--- config.mk ---
export PLATFORM = sky130hd
export DESIGN_NAME = can_txa_sync
export DESIGN_NICKNAME = d
export VERILOG_FILES = /design/src/rtl/can_txa_pkg.sv /design/src/rtl/can_txa_bit_timer.sv /design/src/rtl/can_txa_shifter.sv /design/src/rtl/can_txa_abort_ctrl.sv /design/src/rtl/can_txa_sync.sv
export SDC_FILE = /design/constraint.sdc
export NUM_CORES = 1
export LEC_CHECK = 0
export ABC_AREA = 1
export BUFFER_PORTS_ARGS = -buffer_cell sky130_fd_sc_hd__buf_2
export CAP_MARGIN = 20
export CORE_UTILIZATION = 50
export CTS_BUF_LIST = sky130_fd_sc_hd__clkbuf_8 sky130_fd_sc_hd__clkbuf_16
export DETAILED_ROUTE_END_ITERATION = 10
export PLACE_DENSITY_LB_ADDON = 0.2
export SYNTH_ARGS = -nofsm -noshare
export SYNTH_HDL_FRONTEND = slang
export SYNTH_SLANG_ARGS = --single-unit
--- constraint.sdc ---
create_clock -name clk -period 1.9 [get_ports clk]
set_input_delay 0.285 -clock clk [delete_from_list [all_inputs] [get_ports clk]]
set_output_delay 0.285 -clock clk [all_outputs]
set_load 0.03 [all_outputs]
--- src/rtl/can_txa_pkg.sv ---
// Package: shared types for the CAN transmit abort synchronizer.
// Assumes nothing beyond IEEE 1800-2017 packed structs.
package can_txa_pkg;

    // One register-bit write: strobe plus value.
    typedef struct packed {
        logic req;
        logic val;
    } bit_wr_t;

    // Number of bit times that make up the critical window.
    localparam int unsigned CRIT_BITS = 2;

endpackage

--- src/rtl/can_txa_bit_timer.sv ---
// Bit timer: counts system clocks per bit and bit positions within a frame.
// It reports bit boundaries, the end of a frame and whether the frame is in
// its critical window (the last CRIT_BITS bit times).
// Assumes bit_div is held constant while busy and FRAME_BITS > CRIT_BITS.
module can_txa_bit_timer #(
    parameter int unsigned FRAME_BITS = 16,
    parameter int unsigned DIV_W      = 8,
    parameter int unsigned CRIT_BITS  = 2
) (
    input  logic             clk,
    input  logic             rst_n,
    input  logic [DIV_W-1:0] bit_div,
    input  logic             start,
    input  logic             stop,
    output logic             busy,
    output logic             bit_end,
    output logic             frame_end,
    output logic             in_crit
);
    localparam int unsigned IDX_W      = (FRAME_BITS > 1) ? $clog2(FRAME_BITS) : 1;
    localparam int unsigned LAST_IDX   = FRAME_BITS - 1;
    localparam int unsigned CRIT_START = FRAME_BITS - CRIT_BITS;

    logic [DIV_W-1:0] div_cnt;
    logic [IDX_W-1:0] bit_idx;
    logic             last_bit;

    // Decode the bit boundary, the last bit and the critical window.
    always_comb begin
        bit_end   = busy && (div_cnt == bit_div);
        last_bit  = (bit_idx == IDX_W'(LAST_IDX));
        frame_end = bit_end && last_bit && !stop;
        in_crit   = busy && (bit_idx >= IDX_W'(CRIT_START));
    end

    // Advance the clock divider and the bit index while a frame runs.
    always_ff @(posedge clk) begin
        if (!rst_n) begin
            busy    <= 1'b0;
            div_cnt <= '0;
            bit_idx <= '0;
        end else if (start) begin
            busy    <= 1'b1;
            div_cnt <= '0;
            bit_idx <= '0;
        end else if (busy) begin
            if (stop) begin
                busy    <= 1'b0;
                div_cnt <= '0;
                bit_idx <= '0;
            end else if (bit_end) begin
                div_cnt <= '0;
                if (last_bit) begin
                    busy    <= 1'b0;
                    bit_idx <= '0;
                end else begin
                    bit_idx <= bit_idx + 1'b1;
                end
            end else begin
                div_cnt <= div_cnt + 1'b1;
            end
        end
    end

endmodule

--- src/rtl/can_txa_shifter.sv ---
// Frame shifter: loads the payload at frame start and presents it MSB first
// on the transmit line, one bit per bit time. The line is recessive (1)
// whenever no frame is active.
// Assumes load and shift are never asserted in the same cycle.
module can_txa_shifter #(
    parameter int unsigned FRAME_BITS = 16
) (
    input  logic                  clk,
    input  logic                  rst_n,
    input  logic                  load,
    input  logic                  shift,
    input  logic                  active,
    input  logic [FRAME_BITS-1:0] payload,
    output logic                  line
);
    localparam int unsigned MSB = FRAME_BITS - 1;

    logic [FRAME_BITS-1:0] shreg;

    // Hold the frame and move it up one place per bit time.
    always_ff @(posedge clk) begin
        if (!rst_n) begin
            shreg <= '1;
        end else if (load) begin
            shreg <= payload;
        end else if (shift) begin
            shreg <= {shreg[MSB-1:0], 1'b1};
        end
    end

    // Drive the current bit only while a frame is active.
    always_comb begin
        line = active ? shreg[MSB] : 1'b1;
    end

endmodule

--- src/rtl/can_txa_abort_ctrl.sv ---
// Abort controller: owns the sync-request and lock bits. It grants sync only
// outside the critical window, holds lock clears until they are safe, issues
// frame start and stop, and pulses completion flags.
// Assumes writes are single-cycle strobes from the register interface.
module can_txa_abort_ctrl
    import can_txa_pkg::*;
(
    input  logic    clk,
    input  logic    rst_n,
    input  bit_wr_t sync_w,
    input  bit_wr_t lock_w,
    input  logic    busy,
    input  logic    in_crit,
    input  logic    frame_end,
    output logic    start,
    output logic    stop,
    output logic    sync_q,
    output logic    lock_q,
    output logic    abort_done,
    output logic    tx_done
);
    logic sync_pend;
    logic clr_pend;
    logic clr_now;
    logic set_now;
    logic accept;

    // Decode writes, abort acceptance and frame start.
    always_comb begin
        clr_now = lock_w.req && !lock_w.val;
        set_now = lock_w.req && lock_w.val;
        accept  = lock_q && sync_q && !in_crit && (clr_now || clr_pend);
        stop    = accept && busy;
        start   = lock_q && !sync_q && !sync_pend && !clr_pend && !busy;
    end

    // Sync-request bit: grant outside the window, otherwise defer.
    always_ff @(posedge clk) begin
        if (!rst_n) begin
            sync_q    <= 1'b0;
            sync_pend <= 1'b0;
        end else if (sync_w.req) begin
            if (!sync_w.val) begin
                sync_q    <= 1'b0;
                sync_pend <= 1'b0;
            end else if (!in_crit) begin
                sync_q    <= 1'b1;
                sync_pend <= 1'b0;
            end else begin
                sync_pend <= 1'b1;
            end
        end else if (sync_pend && !in_crit) begin
            sync_q    <= 1'b1;
            sync_pend <= 1'b0;
        end
    end

    // Lock bit: set by software, cleared at frame end or on an accepted abort.
    always_ff @(posedge clk) begin
        if (!rst_n) begin
            lock_q   <= 1'b0;
            clr_pend <= 1'b0;
        end else if (frame_end || accept) begin
            lock_q   <= 1'b0;
            clr_pend <= 1'b0;
        end else if (set_now) begin
            lock_q   <= 1'b1;
            clr_pend <= 1'b0;
        end else if (clr_now && lock_q) begin
            clr_pend <= 1'b1;
        end
    end

    // One-clock completion pulses.
    always_ff @(posedge clk) begin
        if (!rst_n) begin
            abort_done <= 1'b0;
            tx_done    <= 1'b0;
        end else begin
            abort_done <= accept;
            tx_done    <= frame_end;
        end
    end

endmodule

--- src/rtl/can_txa_sync.sv ---
// Top: CAN transmit abort synchronizer. It ties the register bits and the
// abort controller to a bit timer and a frame shifter that stand in for the
// transmit engine.
// Assumes bit_div is static during a frame.
module can_txa_sync
    import can_txa_pkg::*;
#(
    parameter int unsigned FRAME_BITS = 16,
    parameter int unsigned DIV_W      = 8
) (
    input  logic                  clk,
    input  logic                  rst_n,
    input  logic [DIV_W-1:0]      bit_div,
    input  logic [FRAME_BITS-1:0] tx_payload,
    input  logic                  sync_wr,
    input  logic                  sync_wdata,
    input  logic                  lock_wr,
    input  logic                  lock_wdata,
    output logic                  sync_rd,
    output logic                  lock_rd,
    output logic                  tx_req,
    output logic                  tx_line,
    output logic                  abort_done,
    output logic                  tx_done
);
    bit_wr_t sync_w;
    bit_wr_t lock_w;
    logic    busy;
    logic    bit_end;
    logic    frame_end;
    logic    in_crit;
    logic    start;
    logic    stop;

    // Bundle the register writes.
    always_comb begin
        sync_w = '{req: sync_wr, val: sync_wdata};
        lock_w = '{req: lock_wr, val: lock_wdata};
    end

    can_txa_bit_timer #(
        .FRAME_BITS(FRAME_BITS),
        .DIV_W     (DIV_W),
        .CRIT_BITS (CRIT_BITS)
    ) timer_i (
        .clk      (clk),
        .rst_n    (rst_n),
        .bit_div  (bit_div),
        .start    (start),
        .stop     (stop),
        .busy     (busy),
        .bit_end  (bit_end),
        .frame_end(frame_end),
        .in_crit  (in_crit)
    );

    can_txa_shifter #(
        .FRAME_BITS(FRAME_BITS)
    ) shift_i (
        .clk    (clk),
        .rst_n  (rst_n),
        .load   (start),
        .shift  (bit_end),
        .active (busy),
        .payload(tx_payload),
        .line   (tx_line)
    );

    can_txa_abort_ctrl ctrl_i (
        .clk       (clk),
        .rst_n     (rst_n),
        .sync_w    (sync_w),
        .lock_w    (lock_w),
        .busy      (busy),
        .in_crit   (in_crit),
        .frame_end (frame_end),
        .start     (start),
        .stop      (stop),
        .sync_q    (sync_rd),
        .lock_q    (lock_rd),
        .abort_done(abort_done),
        .tx_done   (tx_done)
    );

    // The transmit request is high for as long as a frame runs.
    always_comb begin
        tx_req = busy;
    end

endmodule

**After elaboration in Yosys (flattened, before gate mapping)**

Index checks and enable logic that the tools add are counted.

- Add/subtract/negate cells: 2
- Mux-type cells: 21
- Bitwise gates (word level): 1
- Equality and inequality tests: 3
- Order comparisons: 1
- Reductions and logical operators: 33

Operators by type and width:

| cell | number |
|---|---|
| $mux 16 | 2 |
| $logic_and 1x1->1 | 16 |
| $mux 8 | 2 |
| $mux 1 | 14 |
| $mux 4 | 3 |
| $add 8x1->8 const B | 1 |
| $eq 8x8->1 | 1 |
| $logic_not 1->1 | 7 |
| $reduce_bool 2->1 | 3 |
| $add 4x1->4 const B | 1 |
| $eq 4x4->1 const B | 1 |
| $ge 4x4->1 const B | 1 |
| $reduce_and 2->1 | 2 |
| $reduce_or 2->1 | 2 |
| $ne 3x3->1 const B | 1 |
| $reduce_or 3->1 | 1 |
| $logic_or 1x1->1 | 2 |
| $not 1->1 | 1 |

- Word-level logic and storage cells: 71
- Input port bits: 30
- Output and inout bits: 6
- Flip-flop bits (word level): 35

**Longest topological paths before layout**

- Depth in word-level cells: 10
- Gate-level depth with buffers: 11
- Depth with buffers taken out: 10

**Modules after synthesis**

A second synthesis with hierarchy kept.

- Cells, all modules: 279
- Area total of the unflattened synthesis: 1,863.0 µm²

By module, submodules not included:

| module | cells each | area an instance (µm²) | instances |
|---|---|---|---|
| can_txa_bit_timer | 144 | 862.1 | 1 |
| can_txa_shifter | 97 | 747.0 | 1 |
| can_txa_abort_ctrl | 38 | 254.0 | 1 |

**Worst setup path before layout**

Ideal clock, no wire load.

- Path kind: register to register
- Start: register timer_i.busy
- End: register shift_i.shreg[9]
- Buffers on the path: 2
- Arrival time: 1.467 ns
- Setup time: 0.134 ns
- Required time: 1.766 ns
- Slack: 0.300 ns
- Cell stages (with the launch flop): 10
- Cell sequence: dfxtp_1 buf_6 inv_6 a21oi_2 nand3_2 nor2_4 nand2_4 buf_4 nand3_1 nand3_1

- Cells in the longest elaborated chain, start to end: 3
- Elaborated cells between the ends (all ways): 5

Ends and longest elaborated chain:

| what | line | source |
|---|---|---|
| from (decl) | can_txa_bit_timer.sv:15 | `output logic busy,` |
| from (signal assigned) | can_txa_bit_timer.sv:39 | `busy <= 1'b0;` |
| from (signal assigned) | can_txa_bit_timer.sv:43 | `busy <= 1'b1;` |
| from (signal assigned) | can_txa_bit_timer.sv:48 | `busy <= 1'b0;` |
| $logic_not 1->1 | can_txa_abort_ctrl.sv:34 | `start = lock_q && !sync_q && !sync_pend && !clr_pend && !busy;` |
| $logic_and 1x1->1 | can_txa_abort_ctrl.sv:34 |  |
| $mux 16 / $reduce_bool 2->1 (equally long branches) | n/a |  |
| to (signal assigned) | can_txa_shifter.sv:25 | `shreg <= payload;` |
| to (signal assigned) | can_txa_shifter.sv:27 | `shreg <= {shreg[MSB-1:0], 1'b1};` |
| to (decl) | can_txa_shifter.sv:18 | `logic [FRAME_BITS-1:0] shreg;` |

Parallel ways exist; a longest one is shown, timed or not.
A chain may end at the register's enable or synchronous reset.

**Worst setup path in the final report**

- Start: register timer_i.div_cnt[0]
- End: register ctrl_i.lock_q

- Cells in the longest elaborated chain, start to end: 6

Ends and longest elaborated chain:

| what | line | source |
|---|---|---|
| from (decl) | can_txa_bit_timer.sv:24 | `logic [DIV_W-1:0] div_cnt;` |
| from (signal assigned) | can_txa_bit_timer.sv:60 | `div_cnt <= div_cnt + 1'b1;` |
| $eq 8x8->1 | can_txa_bit_timer.sv:30 | `bit_end = busy && (div_cnt == bit_div);` |
| $logic_and 1x1->1 | can_txa_bit_timer.sv:30 |  |
| $logic_and 1x1->1 (2 in a row) | can_txa_bit_timer.sv:32 | `frame_end = bit_end && last_bit && !stop;` |
| $logic_or 1x1->1 | can_txa_abort_ctrl.sv:63 | `end else if (frame_end \|\| accept) begin` |
| $reduce_or 2->1 (no source line) | n/a |  |
| to (signal assigned) | can_txa_abort_ctrl.sv:61 | `lock_q <= 1'b0;` |
| to (signal assigned) | can_txa_abort_ctrl.sv:64 | `lock_q <= 1'b0;` |
| to (signal assigned) | can_txa_abort_ctrl.sv:67 | `lock_q <= 1'b1;` |
| to (decl) | can_txa_abort_ctrl.sv:18 | `output logic lock_q,` |

Every way passes these cells.

==> run_results.csv <==
group,metric,value,unit
status,outcome,"completed",
cts,post_cts_buffers,0,
sta,period_needed,1660,ps
placed_design,detailed_place_hpwl,3080,µm
floorplan,core_area,3690,µm²
synth,ys_seq_area_frac,0.364,
routing,routed_wl,4140,µm
finish,top_regs,"shift_i.shreg: 16 flops, timer_i.div_cnt: 8 flops, timer_i.bit_idx: 4 flops",
finish,largest_register,"shift_i.shreg",
global_routing,antenna_found_initial,0,
floorplan,ios,36,
sta,setup_ws,243,ps
sta,relSlewSlack,0.755,
synth,synth_flop_cell,"dfxtp_1",
cts,cts_buffer_depth,2,
floorplan,die_height,64.0,µm
flow_run,max-cap-violations,0,
pwr,power-per-cell-area,717,nW/µm²
finish,antennaDiodeCount,0,
finish,multi_input_area,1030,µm²
pwr,irDropWorstVdd,0.501,mV
synth,postSynthAreaPerCell,6.61,µm²
synth,yosysUniqueCellTypes,26,
routing,wl_per_cell,11.0,µm
synth,netlist_area,1920,µm²
synth,yosys_warnings,0,
cts,cts_made_buffers,5,
finish,regArea,701,µm²
cts,cts.sinks,35,
synth,synthTopCellsByCount,"98 x nand2_1, 40 x nand3_1, 35 x dfxtp_1",
synth,yosysMostFrequentCell,"nand2_1",
sta,max_slew.worst_pin.slew,366,ps
synth,ys_ff_latch,35,
finish,largest_register_ffs,16,
synth,async_flop_share,0,
floorplan,die_area,4100,µm²
routing,num_vias,1879,
cts,hold_buffers,0,
finish,nets,359,
synth,synth.area.top_cells,"dfxtp_1 36%, nand2_1 19%, nand3_1 10%",
global_routing,grt_first_pass_wirelength,7270,µm
sta,rsz0062_at_grt,"false",
sta,fin_tns_setup,0,ps
placed_design,gp_congestion,0.794,
routing,met3_length,161,µm
routing,met1_length,1900,µm
sta,finalClockSkew,1.64,ps
routing,wl_met2,2000,µm
cts,cts_resized,0,
critical_path,critPathArrivalTime,1830,ps
placed_design,portBuffers,35,
finish,drive_gt1_frac,0.187,
cts,htreeDepth,2,
synth,synth_top_area_frac,0.364,
routing,antenna_left,0,
synth,synth_top_area_cell,"dfxtp_1",
worst_hold_path,min_path_type,"input port to flop",
cts,clk_pin_slew,70,ps
floorplan,die_x,64.0,µm
placed_design,post-place-ws,264,ps
critical_path,crit_path_end_kind,"flop",
sta,slew_violations,0,
critical_path,crit_type,"flop to flop",
sta,finalCritPeriodShare,0.872,
finish,fin_area,2190,µm²
floorplan,rows,22,
synth,synth_edf_count,0,
routing,dr.first_iter.drc_count,75,
finish,fillers,388,
cts,cts_root_buf,"clkbuf_8",
routing,drc,0,
global_routing,grt_pass1_vias,1740,
global_routing,overflow,0,
cts,clock_latency,290,ps
global_routing,grt_max_degree,25,
floorplan,start_util,0.522,
synth,syn_nets,324,
placed_design,dpl_cell_area,2100,µm²
pwr,leakage,1.11,nW
finish,area_growth,13.7,%
critical_path,cp-start-kind,"flop",
synth,synth_cells,291,
global_routing,grt_usage,0.225,
routing,dr.max_layer_used,"met4",
routing,via_per_inst,5.01,
sta,fmaxAchievable,603,MHz
critical_path,crit_required,2080,ps
sta,setup_viol,0,
sta,hold_viol,0,
critical_path,crit_fanout,24,
routing,drtPass1Iterations,4,
cts,cts_tree,"done",
critical path, cell delays in order (launching register included):
cell,delay [ps]
dfxtp_1,350
inv_1,120
nand2_1,80
nand2_1,70
nor2_1,80
nand2_1,100
nor2_4,150
nand2_4,190
o21ai_0,330
nor2_1,70
metal layers:
layer | vias up | GRT usage
met3 | 8 | 0.0607
met5 | - | 0
met2 | 34 | 0.394
met1 | 841 | 0.260
li1 | 996 | -
met4 | 0 | 0.0795
final cells by class:
type	instances	share of cell area
Clock buffer	5	0.0314
Clock inverter	3	0.00686
Inverter	29	0.0520
Multi-Input combinational cell	217	0.472
Sequential cell	35	0.320
Tap cell	48	0.0274
Timing Repair Buffer	38	0.0903
layout by cell type (no fill, tap or decap), types with 2 or more instances in the layout:
master    netlist  routed
a21oi_1        12      12
buf_2           1      35
buf_4           2       3
clkbuf_8        0       5
clkinv_2        0       3
dfxtp_1        35      35
ha_1            3       3
inv_1          26      26
inv_2           2       2
nand2_1        98      98
nand2_2         4       4
nand2_4         2       2
nand3_1        40      40
nand3_2         2       2
nand4_1         3       3
nor2_1         25      25
nor3_1          7       7
o21ai_0         9       9
xor2_1          7       7
per-stage QoR:
stage          instances  utilization  total power (W)  hold WS (ps)
2_1_floorplan        291            -         0.000995           426
3_3_place_gp         367        0.571          0.00106           459
3_5_place_dp         367        0.571          0.00106           467
4_1_cts              375        0.593          0.00158           260
5_1_grt              375        0.593          0.00166           289
6_report             375        0.593          0.00157           254
worst paths after layout:
| path | to | cells past startpoint | startpoint | slack [ps] |
|---|---|---|---|---|
| hold reg to reg | shift_i.shreg[0]$_SDFFE_PN1P_ | 2 | shift_i.shreg[0]$_SDFFE_PN1P_ | 480 |
| setup / recovery | ctrl_i.lock_q$_SDFFE_PP0P_ | 9 | timer_i.div_cnt[0]$_SDFFE_PP0P_ | 240 |
| hold / removal | shift_i.shreg[0]$_SDFFE_PN1P_ | 3 | tx_payload[0] | 250 |
| setup reg to reg | ctrl_i.lock_q$_SDFFE_PP0P_ | 9 | timer_i.div_cnt[0]$_SDFFE_PP0P_ | 240 |
logic make-up (layout without fill, tap and decap cells):
| group | count (synthesis) | count (layout) | synth area share |
|---|---|---|---|
| DFF | 35 | 35 | 0.364 |
| adders and majority gates | 3 | 3 | 0.0195 |
| xor gates and xnor gates | 7 | 7 | 0.0319 |
| AOI/OAI and AO/OA | 23 | 23 | 0.0637 |
| and+or+nand+nor | 184 | 184 | 0.421 |
| buffers and inverters | 39 | 75 | 0.0995 |
where the power goes:
part,switching [W],internal (W),total [W]
registers,0.0000226,0.000769,0.000791
clock network,0.000274,0.000251,0.000525
logic,0.000152,0.000101,0.000253
(Power assumes the default switching activity.)
